$ cat src/rtl/thermo_pkg.sv
package thermo_pkg;
  localparam int RUN_CNT_W = 3;
  localparam int RUN_MAX   = 6;

  typedef enum logic {ARM_LOW = 1'b0, ARM_HIGH = 1'b1} arm_e;

  function automatic logic [RUN_CNT_W-1:0] run_target(input logic [1:0] sel);
    case (sel)
      2'b00:   run_target = RUN_CNT_W'(1);
      2'b01:   run_target = RUN_CNT_W'(2);
      2'b10:   run_target = RUN_CNT_W'(4);
      default: run_target = RUN_CNT_W'(6);
    endcase
  endfunction
endpackage

$ cat src/rtl/thermo_limit_cmp.sv
module thermo_limit_cmp #(
  parameter int DATA_W  = 16,
  parameter int MIN_RES = 9,
  parameter int RES_W   = 2
) (
  input  logic [DATA_W-1:0] sample,
  input  logic [DATA_W-1:0] trip_hi,
  input  logic [DATA_W-1:0] trip_lo,
  input  logic [RES_W-1:0]  res_sel,
  output logic              above,
  output logic              below
);
  logic [DATA_W-1:0] keep;

  generate
    for (genvar i = 0; i < DATA_W; i++) begin : g_keep
      assign keep[i] = (32'(i) + 32'(MIN_RES) + 32'(res_sel)) >= 32'(DATA_W);
    end
  endgenerate

  logic signed [DATA_W-1:0] s_m, h_m, l_m;
  assign s_m = $signed(sample & keep);
  assign h_m = $signed(trip_hi & keep);
  assign l_m = $signed(trip_lo & keep);

  assign above = s_m > h_m;
  assign below = s_m < l_m;
endmodule

$ cat src/rtl/thermo_run_ctr.sv
module thermo_run_ctr
  import thermo_pkg::*;
(
  input  logic                 clk,
  input  logic                 rst,
  input  logic                 clr,
  input  logic                 inc,
  input  logic [RUN_CNT_W-1:0] target,
  output logic                 hit,
  output logic [RUN_CNT_W-1:0] cnt_q
);
  logic [RUN_CNT_W:0] nxt;
  assign nxt = {1'b0, cnt_q} + 1'b1;
  assign hit = inc && (nxt >= {1'b0, target});

  always_ff @(posedge clk) begin
    if (rst || clr)  cnt_q <= '0;
    else if (inc)    cnt_q <= hit ? target : nxt[RUN_CNT_W-1:0];
  end

  // count bounded by the longest run
  p_cnt_bound_r1: assert property (@(posedge clk) disable iff (rst)
    cnt_q <= RUN_CNT_W'(RUN_MAX));

  // a failed conversion restarts the run
  p_restart_r4: assert property (@(posedge clk) disable iff (rst)
    clr |=> cnt_q == '0);
endmodule

$ cat src/rtl/thermo_alarm_ctl.sv
module thermo_alarm_ctl
  import thermo_pkg::*;
(
  input  logic clk,
  input  logic rst,
  input  logic conv_done,
  input  logic above,
  input  logic below,
  input  logic irq_mode,
  input  logic rd_strobe,
  input  logic shutdown,
  input  logic hit,
  output logic ctr_inc,
  output logic ctr_clr,
  output logic active_d,
  output logic active_q
);
  arm_e arm_q, arm_d;
  logic sd_q, sd_rise, clr_ev, cond, fail, deact;

  assign sd_rise = shutdown && !sd_q;
  assign clr_ev  = irq_mode && (rd_strobe || sd_rise);
  assign cond    = irq_mode ? ((arm_q == ARM_HIGH) ? above : below) : above;
  assign ctr_inc = !active_q && conv_done && cond;
  assign fail    = !active_q && conv_done && !cond;
  assign deact   = active_q && (irq_mode ? clr_ev : (conv_done && below));
  assign ctr_clr = fail || deact;

  always_comb begin
    active_d = active_q;
    arm_d    = arm_q;
    if (deact) begin
      active_d = 1'b0;
    end else if (ctr_inc && hit) begin
      active_d = 1'b1;
      if (irq_mode) arm_d = (arm_q == ARM_HIGH) ? ARM_LOW : ARM_HIGH;
    end
  end

  always_ff @(posedge clk) begin
    if (rst) begin
      active_q <= 1'b0;
      arm_q    <= ARM_HIGH;
      sd_q     <= 1'b0;
    end else begin
      active_q <= active_d;
      arm_q    <= arm_d;
      sd_q     <= shutdown;
    end
  end

  // quiet cycles leave the alarm alone
  p_quiet_hold_r10: assert property (@(posedge clk) disable iff (rst)
    (!conv_done && !clr_ev) |=> $stable(active_q));

  // a read clears a latched event
  p_read_clear_r5: assert property (@(posedge clk) disable iff (rst)
    (irq_mode && rd_strobe && active_q) |=> !active_q);

  // one conversion below ends a hysteresis alarm
  p_hyst_fall_r4: assert property (@(posedge clk) disable iff (rst)
    (!irq_mode && active_q && conv_done && below) |=> !active_q);

  // shutdown edge does nothing in hysteresis mode
  p_sd_ignored_r7: assert property (@(posedge clk) disable iff (rst)
    (!irq_mode && active_q && !conv_done) |=> active_q);
endmodule

$ cat src/rtl/thermo_trip_monitor.sv
module thermo_trip_monitor
  import thermo_pkg::*;
#(
  parameter int DATA_W  = 16,
  parameter int MIN_RES = 9,
  parameter int RES_W   = 2
) (
  input  logic              clk,
  input  logic              rst,
  input  logic              soft_rst,
  input  logic              conv_done,
  input  logic [DATA_W-1:0] sample,
  input  logic [DATA_W-1:0] trip_hi,
  input  logic [DATA_W-1:0] trip_lo,
  input  logic [RES_W-1:0]  res_sel,
  input  logic [1:0]        run_sel,
  input  logic              pol,
  input  logic              irq_mode,
  input  logic              shutdown,
  input  logic              rd_strobe,
  output logic              alarm_o
);
  logic rst_any;
  assign rst_any = rst || soft_rst;

  logic above, below, hit, ctr_inc, ctr_clr, active_d, active_q;
  logic [RUN_CNT_W-1:0] cnt_q;

  thermo_limit_cmp #(.DATA_W(DATA_W), .MIN_RES(MIN_RES), .RES_W(RES_W)) u_cmp (
    .sample(sample), .trip_hi(trip_hi), .trip_lo(trip_lo), .res_sel(res_sel),
    .above(above), .below(below)
  );

  thermo_run_ctr u_ctr (
    .clk(clk), .rst(rst_any), .clr(ctr_clr), .inc(ctr_inc),
    .target(run_target(run_sel)), .hit(hit), .cnt_q(cnt_q)
  );

  thermo_alarm_ctl u_ctl (
    .clk(clk), .rst(rst_any), .conv_done(conv_done), .above(above),
    .below(below), .irq_mode(irq_mode), .rd_strobe(rd_strobe),
    .shutdown(shutdown), .hit(hit), .ctr_inc(ctr_inc), .ctr_clr(ctr_clr),
    .active_d(active_d), .active_q(active_q)
  );

  logic pol_q;
  always_ff @(posedge clk) begin
    pol_q <= pol;
    if (rst_any) alarm_o <= 1'b1;
    else         alarm_o <= pol ? active_d : !active_d;
  end

  // pin level matches state under the polarity in force
  p_pol_level_r8: assert property (@(posedge clk) disable iff (rst_any)
    1'b1 |=> alarm_o == (pol_q ? active_q : !active_q));

  // reset leaves the pin at its idle level
  p_reset_idle_r9: assert property (@(posedge clk)
    rst_any |=> alarm_o);
endmodule

$ cat config.mk
export PLATFORM = sky130hd
export DESIGN_NAME = thermo_trip_monitor
export DESIGN_NICKNAME = d
export VERILOG_FILES = /design/src/rtl/thermo_pkg.sv /design/src/rtl/thermo_limit_cmp.sv /design/src/rtl/thermo_run_ctr.sv /design/src/rtl/thermo_alarm_ctl.sv /design/src/rtl/thermo_trip_monitor.sv
export SDC_FILE = /design/constraint.sdc
export NUM_CORES = 1
export LEC_CHECK = 0
export BUFFER_PORTS_ARGS = -buffer_cell sky130_fd_sc_hd__buf_2
export CAP_MARGIN = 0
export CORE_UTILIZATION = 30
export CTS_BUF_LIST = sky130_fd_sc_hd__clkbuf_4 sky130_fd_sc_hd__clkbuf_8
export CTS_CLUSTER_DIAMETER = 50
export DETAILED_ROUTE_END_ITERATION = 10
export PLACE_DENSITY = 0.68
export REMOVE_ABC_BUFFERS = 1
export SETUP_SLACK_MARGIN = 0.15
export SYNTH_ARGS = -nofsm -noshare
export SYNTH_HDL_FRONTEND = slang
export SYNTH_SLANG_ARGS = --single-unit
$ cat constraint.sdc
create_clock -name clk -period 4.5 [get_ports clk]
set_input_delay 0.45 -clock clk [delete_from_list [all_inputs] [get_ports clk]]
set_output_delay 0.45 -clock clk [all_outputs]
set_load 0.01 [all_outputs]
Word level (Yosys, flattened, before mapping):

Index checks and enable logic that the tools add are counted.

* input port bits: 60
* register bits after elaboration: 7

* add/sub/neg operators: 17
* bitwise operators: 4
* reductions and logical operators: 19
* muxes and demuxes: 9
* equality and inequality tests: 2
* magnitude comparators: 19

Operator list (number)
* $ge A32 B5 Y1 const B: 16
* $add A5 B2 Y6 const A: 9
* $and A16 B16 Y16: 3
* $add A4 B2 Y5 const A: 7
* $gt A16 B16 Y1: 1
* $lt A16 B16 Y1: 1
* $logic_and A1 B1 Y1: 9
* $pmux W3 S3: 1
* $mux W1: 7
* $add A3 B1 Y4 const B: 1
* $ge A4 B3 Y1: 1
* $logic_not A1 Y1: 4
* $logic_or A1 B1 Y1: 4
* $mux W3: 1
* $reduce_and A3 Y1: 1
* $eq A2 B1 Y1 const B: 1
* $eq A2 B2 Y1 const B: 1
* $logic_not A2 Y1: 1
* $not A1 Y1: 1

Depth between registers and ports, before layout:

Gate-level depths: netlist of the first run.

* depth in word-level cells: 13
* mapped depth: 11
* depth with buffers taken out: 10

Cells and area by module:

A second synthesis of the first run with hierarchy kept.

* cells, all modules: 146
* area, all modules: 1139.8 µm²

Modules (own cells, without submodules)
* thermo_limit_cmp: area each 659.4 µm², times used 1, seq. area each 0.0 µm², cells an instance 92
* thermo_run_ctr: area each 246.5 µm², times used 1, seq. area each 60.1 µm², cells an instance 26
* thermo_alarm_ctl: area each 181.4 µm², times used 1, seq. area each 60.1 µm², cells an instance 21
* thermo_trip_monitor: area each 52.6 µm², times used 1, seq. area each 20.0 µm², cells an instance 7

Least setup slack after synthesis of the first run:

Ideal clock, no wire load.

* kind: in2reg
* start: in res_sel[1]
* end: reg alarm_o
* library setup time: 72 ps
* slack: 1981 ps
* data arrival time: 2447 ps
* buffers on the path: 1
* stages: 10
* cell sequence: buf_6 > o21a_1 > ha_1 > o311a_1 > a221oi_2 > o21ai_2 > mux2_4 > o31a_1 > a22oi_2 > mux2i_1

* cells in the longest elaborated chain, start to end: 13
* elaborated cells on any way between the ends: 49
* classes of those cells: add/sub: 16; order compare: 18; mux: 6; bitwise: 3; reduce/logical: 6

Ends and longest elaborated chain
* start, declared: line thermo_trip_monitor.sv:15 `input logic [RES_W-1:0] res_sel,`
* $add A5 B2 Y6 or $add A4 B2 Y5 (tied branches): line thermo_limit_cmp.sv:17 `assign keep[i] = (32'(i) + 32'(MIN_RES) + 32'(res_sel)) >= 32'(DATA_W);`
* $ge A32 B5 Y1: line thermo_limit_cmp.sv:17
* $and A16 B16 Y16, on equally long branches: line thermo_limit_cmp.sv:22, thermo_limit_cmp.sv:23, thermo_limit_cmp.sv:24
* $lt A16 B16 Y1 or $gt A16 B16 Y1 (tied branches): line thermo_limit_cmp.sv:27, thermo_limit_cmp.sv:26
* $mux W1 (2 in a row): line thermo_alarm_ctl.sv:23 `assign cond = irq_mode ? ((arm_q == ARM_HIGH) ? above : below) : above;`
* $logic_and A1 B1 Y1: line thermo_alarm_ctl.sv:24 `assign ctr_inc = !active_q && conv_done && cond;`
* $logic_and A1 B1 Y1: line thermo_run_ctr.sv:14 `assign hit = inc && (nxt >= {1'b0, target});`
* $logic_and A1 B1 Y1: line thermo_alarm_ctl.sv:34 `end else if (ctr_inc && hit) begin`
* $mux W1: line thermo_alarm_ctl.sv:34
* $mux W1 (*): line thermo_alarm_ctl.sv:32 `if (deact) begin`
* $logic_not A1 Y1: line thermo_trip_monitor.sv:50 `else alarm_o <= pol ? active_d : !active_d;`
* $mux W1 (*): line thermo_trip_monitor.sv:50
* end signal, assigned: line thermo_trip_monitor.sv:50
* end, declared: line thermo_trip_monitor.sv:21 `output logic alarm_o`

Mark *: on every way between the ends. The rest lies on a longest branch, timed or not.
A chain may end at the register's enable or synchronous reset.

Worst setup path after layout of the first run:

Same ends and word-level chain as after synthesis.

==> run_results.csv, run 1 <==
group,metric,value,unit
placement,gp_congestion,0.763,
setup_path,endpoint_kind,"flip-flop",
setup_path,worst-setup-path-type,"in -> reg",
setup_path,path_buf_inv,1,
clock_network,ctsHoldBuffers,0,
logic_synthesis,netlist_instances,143,
global_route,grt_pass1_wl,4370,um
clock_network,path_clk_slew,0.04,ns
logic_synthesis,syn_area_per_cell,7.94,um^2
global_route,grtUsageTotal,13.0,%
run_status,status,"finished clean",
power_and_ir_drop,switching_share,30.3,%
detailed_routing,vias,1137,
cells_and_area,drive_gt1_share,32.6,%
timing,grt_setup_unrepaired,"no",
detailed_routing,drcViolationCount,0,
cells_and_area,seq_area,140,um^2
floorplan,die_x,63.5,um
timing,relSlewSlack,68.8,%
setup_path,cpMaxStageDelayCell,"mux2_4",
timing,fin_skew,0.00108,ns
floorplan,ioPinCount,61,
clock_network,root_buffer,"clkbuf_8",
clock_network,htreeDepth,1,
cells_and_area,final_common_cell,"buf_2",
power_and_ir_drop,clockPowerShare,35.1,%
timing,final-setup-viol-count,0,
logic_synthesis,yosysWarnings,0,
clock_network,postCtsSetupRepairBufs,0,
timing,worst_pin_slew,0.461,ns
placement,io_buffers,48,
logic_synthesis,synth-seq-area-share,12.3,%
hold_path,min_from,"shutdown",
setup_path,crit_start,"res_sel[1]",
power_and_ir_drop,p_int,186,uW
detailed_routing,finalWirelength,2320,um
detailed_routing,routed_via_density,4.76,
logic_synthesis,synth_area,0.00113,mm^2
floorplan,die_h,63.5,um
setup_path,crit_chain,"buf_2, o21a_1, ha_1, o311a_1, a221oi_2, o21ai_2, mux2_4, o31a_1, a22oi_2, mux2i_1",
flow_run,cap_violations,0,
global_route,grt_overflow,0,
timing,fin_crit_sh,55.6,%
logic_synthesis,ys_seq_elements,7,
timing,slew_viol_final,0,
power_and_ir_drop,share_comb_of_total_power,40.3,%
clock_network,cts_tree,"built",
global_route,grt_max_degree,10,
cells_and_area,areaGrowthSynthToFinish,29.2,%
clock_network,clk_latency,0.22,ns
timing,setup_tns,0,ns
power_and_ir_drop,power_frac_seq,24.7,%
global_route,grt_busiest_layer,"met2",
clock_network,clk_path_buf_depth,2,
floorplan,core-area,0.00347,mm^2
floorplan,dieArea,0.00403,mm^2
cells_and_area,final_cells,239,
detailed_routing,ant_nets,0,
setup_path,crit_path_start_kind,"input pin",
clock_network,cts_buffers,3,
setup_path,crit_fanout,9,
setup_path,rr_startpoint,"u_ctr.cnt_q[0]$_SDFFE_PP0P_",
clock_network,cts_resized,0,
global_route,grt_use_met3,3.99,%
timing,final.min_clock_period,2.50,ns
timing,hold_viol,0,
setup_path,cp.arrival,2.66,ns
cells_and_area,multi_input_area,890,um^2
cells_and_area,nets,279,
global_route,use_met1,16.6,%
detailed_routing,wire_per_inst,9.70,um
logic_synthesis,synth_cell_types,43,
floorplan,row_count,21,
floorplan,start_util,32.7,%
hold_path,min_path_type,"in -> reg",
placement,place_ws,1.76,ns
power_and_ir_drop,power.leakage,0.810,nW
power_and_ir_drop,switchingPower,80.9,uW
setup_path,cp.required,4.66,ns
cells_and_area,fillerInstances,391,
cells_and_area,final_cell_mix,"buf_2, ha_1, inv_1",
detailed_routing,drt_iter0_markers,35,
power_and_ir_drop,vdd_drop_max,0.194,mV
setup_path,max_stage_delay,0.32,ns
timing,fmax,0.400,GHz
cells_and_area,antenna_cells,0,
timing,setup_ws,2.00,ns
detailed_routing,drtPass1Iterations,3,
power_and_ir_drop,power_density,182,mW/mm^2
clock_network,cts_sinks,7,
placement,dp_cells,235,
global_route,met2_usage,21.1,%
setup_path,critical-path-top-delay-family,"compound AO/OA/AOI/OAI gates",
placement,dp_hpwl,2070,um
global_route,grt_pass1_vias,1082,
global_route,antenna_found_initial,0,
[area by class of cell]
type | instances | area share [%]
multi-input cells | 110 | 60.7
repair buffers | 48 | 16.4
flip-flops and latches | 7 | 9.56
inverters | 24 | 6.14
well taps | 46 | 3.92
clock buffers | 4 | 3.33
[cell families after synthesis]
family,Yosys count,synth area share [%]
simple gates,41,20.0
compound gates,36,23.5
buf+inv,26,9.26
fa+ha+maj,25,27.6
flops,7,12.3
mux,6,5.84
xor+xnor,2,1.54
[worst register-to-register path, delay by kind of cell (launching register included)]
kind,cells,cell delay (ns)
AO/OA/AOI/OAI,3,0.60
AND/OR/NAND/NOR,1,0.05
adder cells (fa/ha/maj),2,0.63
multiplexers,2,0.41
flip-flops,1,0.34
[layer usage]
metal  part of all wire (%)  wire length [um]
met1                     51              1190
met2                     41               957
met3                    6.8               157
met4                   0.43                10
met5                      0                 0
[registers in the layout, indices dropped and copies added (netlist names)]
name / count
u_ctl.active_q: 1
u_ctr.cnt_q: 3
u_ctl.sd_q: 1
alarm_o: 1
u_ctl.arm_q: 1
[per-stage QoR]
step	hold WS (ns)	area, um^2	power (mW)	utilization (%)
2_1_floorplan	0.513	1120	0.136	-
3_3_place_gp	0.540	1420	0.175	40.9
3_5_place_dp	0.538	1420	0.175	40.9
4_1_cts	0.438	1470	0.271	42.3
5_1_grt	0.457	1470	0.292	42.3
6_report	0.439	1470	0.267	42.3
[power groups by stage]
stage | combinational [mW] | sequential, mW | clock, mW
floorplan | 0.0694 | 0.0669 | 0
global placement | 0.108 | 0.0668 | 0
detailed placement | 0.108 | 0.0669 | 0
CTS | 0.109 | 0.0659 | 0.0965
global route | 0.124 | 0.0661 | 0.101
finish | 0.108 | 0.0659 | 0.0937
[cells in the mapped netlist, drive strengths merged]
master | n | area (um^2)
a2111oi | 1 | 8.76
a21o | 5 | 37.5
a21oi | 9 | 45.0
or2 | 1 | 6.26
nand3 | 5 | 25.0
a311oi | 2 | 17.5
nand4b | 2 | 17.5
a211o | 1 | 8.76
o311ai | 1 | 8.76
nand2 | 3 | 11.3
a221o | 1 | 10.0
mux2i | 4 | 40.0
and3 | 1 | 7.51
a31oi | 1 | 6.26
a31o | 2 | 17.5
o21a | 2 | 15.0
buf | 2 | 15.0
nand4 | 2 | 12.5
and4 | 1 | 8.76
inv | 24 | 90.1
nor4 | 3 | 18.8
o311a | 1 | 10.0
xor2 | 2 | 17.5
dfxtp | 7 | 140
a22oi | 1 | 12.5
mux2 | 2 | 26.3
and2 | 4 | 25.0
a211oi | 1 | 7.51
a41oi | 1 | 8.76
o21ai | 5 | 28.8
nor2b | 1 | 6.26
nand2b | 4 | 25.0
a221oi | 1 | 15.0
nor3 | 4 | 20.0
o31a | 1 | 8.76
nor2 | 9 | 33.8
ha | 25 | 313
and2b | 1 | 8.76
[final timing paths]
kind                                                    end  slack (ns)  cells after the start
worst max-delay path                     alarm_o$_SDFF_PP1_        2.00                     10
worst min-delay path                  u_ctl.sd_q$_SDFF_PP0_        0.44                      2
worst max register to register  u_ctr.cnt_q[1]$_SDFFE_PP0P_        2.32                      8
worst min register to register  u_ctr.cnt_q[1]$_SDFFE_PP0P_        0.54                      2
Power figures use the tool's default switching activity.
==> run 2: changes to the inputs <==
ABC_AREA = 1   (was not set)
clock period = 2.6 ns   (was 4.5 ns; I/O delays follow)
==> run 2 against run 1 <==
  * Total power rose by 73%
  * Global-route usage fell by 0.15 points
  * Wire length rose by 5.3%
  * Final area rose by 1.5%
  * Non-clock buffer count did not move
  * Critical path type is now reg -> reg
  * Critical endpoint is now u_ctr.cnt_q[0]$_SDFFE_PP0P_
  * Highest routed layer unchanged
==> run_results.csv, run 2 <==
group,metric,value,unit
clock_network,ctsHoldBuffers,0,
cells_and_area,seq_area,140,um^2
cells_and_area,largest_register_ff_count,3,
setup_path,cp.arrival,2.06,ns
cells_and_area,final_common_cell,"buf_2",
clock_network,clk_latency,0.23,ns
logic_synthesis,synth-seq-area-share,12.2,%
logic_synthesis,yosys-top-cells-count,"nand2_1, inv_1, ha_1",
logic_synthesis,synth_edf_count,0,
placement,io_buffers,48,
floorplan,die_h,63.9,um
detailed_routing,drcViolationCount,0,
logic_synthesis,yosys_most_used_dff,"dfxtp_1",
power_and_ir_drop,share_comb_of_total_power,40.7,%
logic_synthesis,yosysMostFrequentCell,"nand2_1",
logic_synthesis,syn_area_per_cell,6.54,um^2
clock_network,cts_sinks,7,
power_and_ir_drop,power_density,311,mW/mm^2
detailed_routing,routed_via_density,4.52,
setup_path,reg2regPathDepth,9,
timing,worst_pin_slew,0.503,ns
logic_synthesis,synth_area,0.00115,mm^2
logic_synthesis,synth_area_leaders,"ha_1, nand2_1, dfxtp_1",
detailed_routing,ant_nets,0,
floorplan,start_util,31.4,%
clock_network,path_clk_slew,0.04,ns
timing,fmax,0.525,GHz
cells_and_area,final_cells,275,
timing,grt_setup_unrepaired,"no",
global_route,grt_overflow,0,
cells_and_area,final_cell_mix,"buf_2, nand2_1, inv_1",
timing,setup_tns,0,ns
power_and_ir_drop,clockPowerShare,34.7,%
timing,fin_crit_sh,73.3,%
floorplan,die_x,63.9,um
cells_and_area,fin_util,40.7,%
power_and_ir_drop,p_total,463,uW
detailed_routing,wire_per_inst,8.88,um
clock_network,postCtsSetupRepairBufs,0,
detailed_routing,finalWirelength,2440,um
timing,hold_viol,0,
global_route,grt_max_degree,9,
power_and_ir_drop,p_int,312,uW
timing,slew_viol_final,0,
detailed_routing,drt_iter0_markers,17,
detailed_routing,drtPass1Iterations,4,
hold_path,min_from,"pol",
floorplan,dieArea,0.00409,mm^2
floorplan,core-area,0.00366,mm^2
hold_path,min_path_type,"in -> reg",
timing,final.min_clock_period,1.91,ns
global_route,grt_pass1_wl,4290,um
cells_and_area,multi_input_area,872,um^2
setup_path,rrSetupSlack,0.69,ns
logic_synthesis,netlist_instances,176,
clock_network,root_buffer,"clkbuf_8",
setup_path,crit_chain,"ha_1, ha_1, o21ai_0, nand2_1, a21oi_1, nand2_1, o21ai_0, nand3_1, a21oi_1",
cells_and_area,drive_gt1_share,27.8,%
hold_path,hold_depth,3,
clock_network,cts_resized,0,
cells_and_area,nets,313,
power_and_ir_drop,switchingPower,151,uW
setup_path,cpMaxStageDelayCell,"dfxtp_1",
logic_synthesis,synthArstFlopShare,0,%
setup_path,worst-setup-path-type,"reg -> reg",
global_route,grtUsageTotal,12.8,%
cells_and_area,antenna_cells,0,
setup_path,critical-path-top-delay-family,"adder cells",
detailed_routing,vias,1243,
setup_path,crit_path_start_kind,"flip-flop",
setup_path,path_buf_inv,0,
setup_path,cp.required,2.75,ns
cells_and_area,areaGrowthSynthToFinish,29.3,%
clock_network,cts_tree,"built",
cells_and_area,regMostFlops,"u_ctr.cnt_q",
hold_path,hold_path_end,"alarm_o$_SDFF_PP1_",
logic_synthesis,yosysWarnings,0,
power_and_ir_drop,vdd_drop_max,0.244,mV
placement,dp_cells,271,
cells_and_area,fillerInstances,398,
logic_synthesis,synth_top_area_share,27.2,%
timing,relSlewSlack,66.3,%
floorplan,row_count,22,
placement,gp_congestion,0.794,
power_and_ir_drop,power.leakage,0.869,nW
clock_network,htreeDepth,1,
setup_path,rr_startpoint,"u_ctr.cnt_q[0]$_SDFFE_PP0P_",
setup_path,r2r-end,"u_ctr.cnt_q[0]$_SDFFE_PP0P_",
placement,dp_hpwl,2200,um
logic_synthesis,synth_top_area_cell,"ha_1",
setup_path,max_stage_delay,0.34,ns
power_and_ir_drop,power_frac_seq,24.6,%
clock_network,clk_path_buf_depth,2,
power_and_ir_drop,switching_share,32.6,%
run_status,status,"finished clean",
logic_synthesis,ys_seq_elements,7,
global_route,antenna_found_initial,0,
timing,fin_skew,0.00394,ns
timing,final-setup-viol-count,0,
flow_run,cap_violations,0,
setup_path,endpoint_kind,"flip-flop",
floorplan,ioPinCount,61,
clock_network,cts_buffers,3,
setup_path,crit_fanout,8,
logic_synthesis,synth_cell_types,23,
global_route,grt_pass1_vias,1116,
## run 2: power groups by stage
stage | Combinational [mW] | Clock [mW] | Sequential (mW)
6_report | 0.188 | 0.160 | 0.114
5_1_grt | 0.220 | 0.169 | 0.114
4_1_cts | 0.192 | 0.164 | 0.114
3_5_place_dp | 0.190 | 0 | 0.116
3_3_place_gp | 0.187 | 0 | 0.115
2_1_floorplan | 0.123 | 0 | 0.116
## run 2: logic make-up after synthesis
| logic type | count (synthesis) | synth area share [%] |
|---|---|---|
| compound gates | 29 | 13.7 |
| xor+xnor | 1 | 0.761 |
| fa+ha+maj | 25 | 27.2 |
| buf+inv | 35 | 12.1 |
| flops | 7 | 12.2 |
| simple gates | 79 | 34.1 |
## run 2: layer usage
metal  track usage (%)  vias up  routed length, um
met3              1.07        2                108
met2              23.0       31               1120
li1                  -      682                  -
met5                 0        -                  0
met4              2.56        0                 18
met1              16.5      528               1200
## run 2: worst max-delay path by stage
stage | from | endpoint | slack [ns] | cells after the start
floorplan | res_sel[1] | u_ctl.arm_q$_SDFFE_PP1P_ | 0.85 | 15
global placement | res_sel[1] | u_ctl.arm_q$_SDFFE_PP1P_ | 0.55 | 16
detailed placement | res_sel[1] | u_ctl.arm_q$_SDFFE_PP1P_ | 0.53 | 16
CTS | u_ctr.cnt_q[0]$_SDFFE_PP0P_ | u_ctr.cnt_q[0]$_SDFFE_PP0P_ | 0.69 | 9
global route | u_ctr.cnt_q[0]$_SDFFE_PP0P_ | u_ctr.cnt_q[0]$_SDFFE_PP0P_ | 0.52 | 9
finish | u_ctr.cnt_q[0]$_SDFFE_PP0P_ | u_ctr.cnt_q[0]$_SDFFE_PP0P_ | 0.69 | 9
## run 2: through the flow
step                setup slack (ns)  cell area (um^2)  hold slack (ns)
global placement               0.546              1440            0.474
global route                   0.519              1490            0.279
detailed placement             0.527              1440            0.480
finish                         0.694              1490            0.252
CTS                            0.692              1490            0.253
floorplan                      0.852              1140            0.373
## run 2: tightest hold or removal path, stage by stage
cell and delay (ns):
buf_2 0.08, nand2_1 0.05, nand3_1 0.05
## run 2: cell type report
cell class	instances	area share, %
well taps	48	4.03
repair buffers	48	16.1
flip-flops and latches	7	9.41
inverters	34	8.57
clock buffers	4	3.28
multi-input cells	134	58.6
==> run 3: changes to the inputs <==
clock period = 1.91 ns   (was 2.6 ns; I/O delays follow)
==> run 3 against run 2 <==
  * Wire length increased by 15%
  * Clock skew increased by 0.0023 ns
  * Core utilization increased by 5.4 points
  * Combinational power increased by 71%
  * Maximum frequency increased by 13%
  * Count of clock-buffer cells in the layout unchanged
  * Largest cell class unchanged
  * Largest power group unchanged
==> run_results.csv, run 3 (synthesis gave the netlist of run 2 again) <==
group,metric,value,unit
cells_and_area,fin_util,46.1,%
floorplan,die_h,63.9,um
setup_path,reg2regPathDepth,9,
timing,fin_hold_ws,0.183,ns
global_route,grt_pass1_wl,4420,um
power_and_ir_drop,vdd_drop_max,0.321,mV
power_and_ir_drop,power.leakage,0.921,nW
setup_path,endpoint_kind,"flip-flop",
clock_network,cts_buffers,3,
detailed_routing,routed_via_density,4.63,
power_and_ir_drop,power_frac_seq,22.1,%
detailed_routing,vias,1305,
clock_network,ctsHoldBuffers,0,
hold_path,hold_path_end,"alarm_o$_SDFF_PP1_",
clock_network,path_clk_slew,0.04,ns
run_status,status,"finished clean",
setup_path,path_buf_inv,1,
placement,dp_hpwl,2150,um
timing,fmax,0.591,GHz
clock_network,cts_tree,"built",
floorplan,ioPinCount,61,
hold_path,hold_depth,3,
global_route,grt_overflow,0,
setup_path,cp.required,2.06,ns
cells_and_area,final_common_cell,"buf_2",
clock_network,cts_sinks,7,
cells_and_area,final_cells,282,
clock_network,clk_latency,0.23,ns
setup_path,critical-path-top-delay-family,"compound AO/OA/AOI/OAI gates",
flow_run,cap_violations,0,
setup_path,max_stage_delay,0.33,ns
floorplan,start_util,31.4,%
timing,fin_crit_sh,88.6,%
setup_path,rr_startpoint,"u_ctr.cnt_q[0]$_SDFFE_PP0P_",
placement,io_buffers,48,
setup_path,crit_chain,"buf_4, ha_1, o21ai_2, nand2_1, a21oi_2, nand2_4, o21ai_1, nand3_1, a21oi_1",
cells_and_area,regMostFlops,"u_ctr.cnt_q",
placement,dp_cells,276,
setup_path,crit_path_start_kind,"flip-flop",
timing,grt_setup_unrepaired,"yes",
detailed_routing,finalWirelength,2800,um
power_and_ir_drop,power_density,413,mW/mm^2
setup_path,worst-setup-path-type,"reg -> reg",
timing,relSlewSlack,62.4,%
floorplan,dieArea,0.00409,mm^2
power_and_ir_drop,switchingPower,239,uW
setup_path,crit_fanout,8,
cells_and_area,drive_gt1_share,40.2,%
timing,final-setup-viol-count,0,
cells_and_area,final_cell_mix,"buf_2, inv_1, nand2_1",
global_route,antenna_found_initial,0,
clock_network,root_buffer,"clkbuf_8",
timing,setup_tns,0,ns
timing,fin_skew,0.00629,ns
timing,hold_viol,0,
detailed_routing,drcViolationCount,0,
clock_network,clk_path_buf_depth,2,
cells_and_area,nets,320,
clock_network,htreeDepth,1,
detailed_routing,wire_per_inst,9.91,um
hold_path,min_path_type,"in -> reg",
timing,worst_pin_slew,0.561,ns
detailed_routing,ant_nets,0,
power_and_ir_drop,switching_share,34.3,%
placement,gp_congestion,0.793,
setup_path,cpMaxStageDelayCell,"dfxtp_2",
hold_path,min_from,"pol",
setup_path,critical_path_depth,9,
cells_and_area,largest_register_ff_count,3,
setup_path,rrSetupSlack,0.22,ns
detailed_routing,drt_iter0_markers,37,
floorplan,core-area,0.00366,mm^2
floorplan,row_count,22,
timing,final.min_clock_period,1.69,ns
setup_path,r2r-end,"u_ctr.cnt_q[0]$_SDFFE_PP0P_",
cells_and_area,areaGrowthSynthToFinish,46.6,%
detailed_routing,drtPass1Iterations,4,
global_route,grtUsageTotal,13.0,%
setup_path,cp.arrival,1.84,ns
power_and_ir_drop,share_comb_of_total_power,46.2,%
cells_and_area,antenna_cells,0,
power_and_ir_drop,p_total,698,uW
global_route,grt_max_degree,9,
global_route,grt_pass1_vias,1154,
power_and_ir_drop,clockPowerShare,31.7,%
timing,slew_viol_final,0,
power_and_ir_drop,p_int,459,uW
floorplan,die_x,63.9,um
==> run 3: worst reg2reg max path: stages (launching register included) <==
cell	delay [ns]
dfxtp_2	0.33
buf_4	0.14
ha_1	0.31
o21ai_2	0.12
nand2_1	0.08
a21oi_2	0.18
nand2_4	0.11
o21ai_1	0.13
nand3_1	0.08
a21oi_1	0.14
==> run 3: metal layers <==
layer	up-vias	global-route usage [%]	share of wire, %
li1	695	-	-
met1	573	16.8	46
met2	34	23.1	50
met3	3	1.25	4.0
met4	0	2.56	0.36
met5	-	0	0
==> run 3: worst max path at each step <==
| stage | start | to | slack, ns |
|---|---|---|---|
| after floorplan | u_ctr.cnt_q[0]$_SDFFE_PP0P_ | u_ctr.cnt_q[0]$_SDFFE_PP0P_ | 0.18 |
| after global placement | res_sel[1] | u_ctl.arm_q$_SDFFE_PP1P_ | 0.004 |
| after detailed placement | res_sel[1] | u_ctl.arm_q$_SDFFE_PP1P_ | -0.03 |
| after CTS | u_ctr.cnt_q[0]$_SDFFE_PP0P_ | u_ctr.cnt_q[0]$_SDFFE_PP0P_ | 0.13 |
| after global routing | u_ctr.cnt_q[0]$_SDFFE_PP0P_ | u_ctr.cnt_q[0]$_SDFFE_PP0P_ | 0.08 |
| final | u_ctr.cnt_q[0]$_SDFFE_PP0P_ | u_ctr.cnt_q[0]$_SDFFE_PP0P_ | 0.22 |
==> run 3: what timing repair did <==
action                     in CTS  in global routing
cloned                          0                  0
setup endpoints to repair       5                  6
setup buffers                   0                  2
gates resized for setup         3                 31
pin swaps                       1                 21
==> run 3: power by group through the flow <==
stage	clock network [mW]	logic (mW)	registers, mW
2_1_floorplan	0	0.167	0.157
3_3_place_gp	0	0.267	0.156
3_5_place_dp	0	0.272	0.156
4_1_cts	0.222	0.277	0.154
5_1_grt	0.234	0.368	0.155
6_report	0.221	0.322	0.155
==> run 3: area by class of cell <==
class	instances	area, um^2
fillers	377	1970
repair buffers	55	309
well taps	48	60.1
inverters	34	128
flip-flops and latches	7	145
multi-input cells	134	997
clock buffers	4	48.8
==> run 3: per-stage QoR <==
stage / setup WS [ns] / instance area, um^2
after floorplan: 0.182 / 1140
after global placement: 0.00427 / 1480
after detailed placement: -0.0254 / 1480
after CTS: 0.129 / 1530
after global routing: 0.0777 / 1690
final: 0.218 / 1690
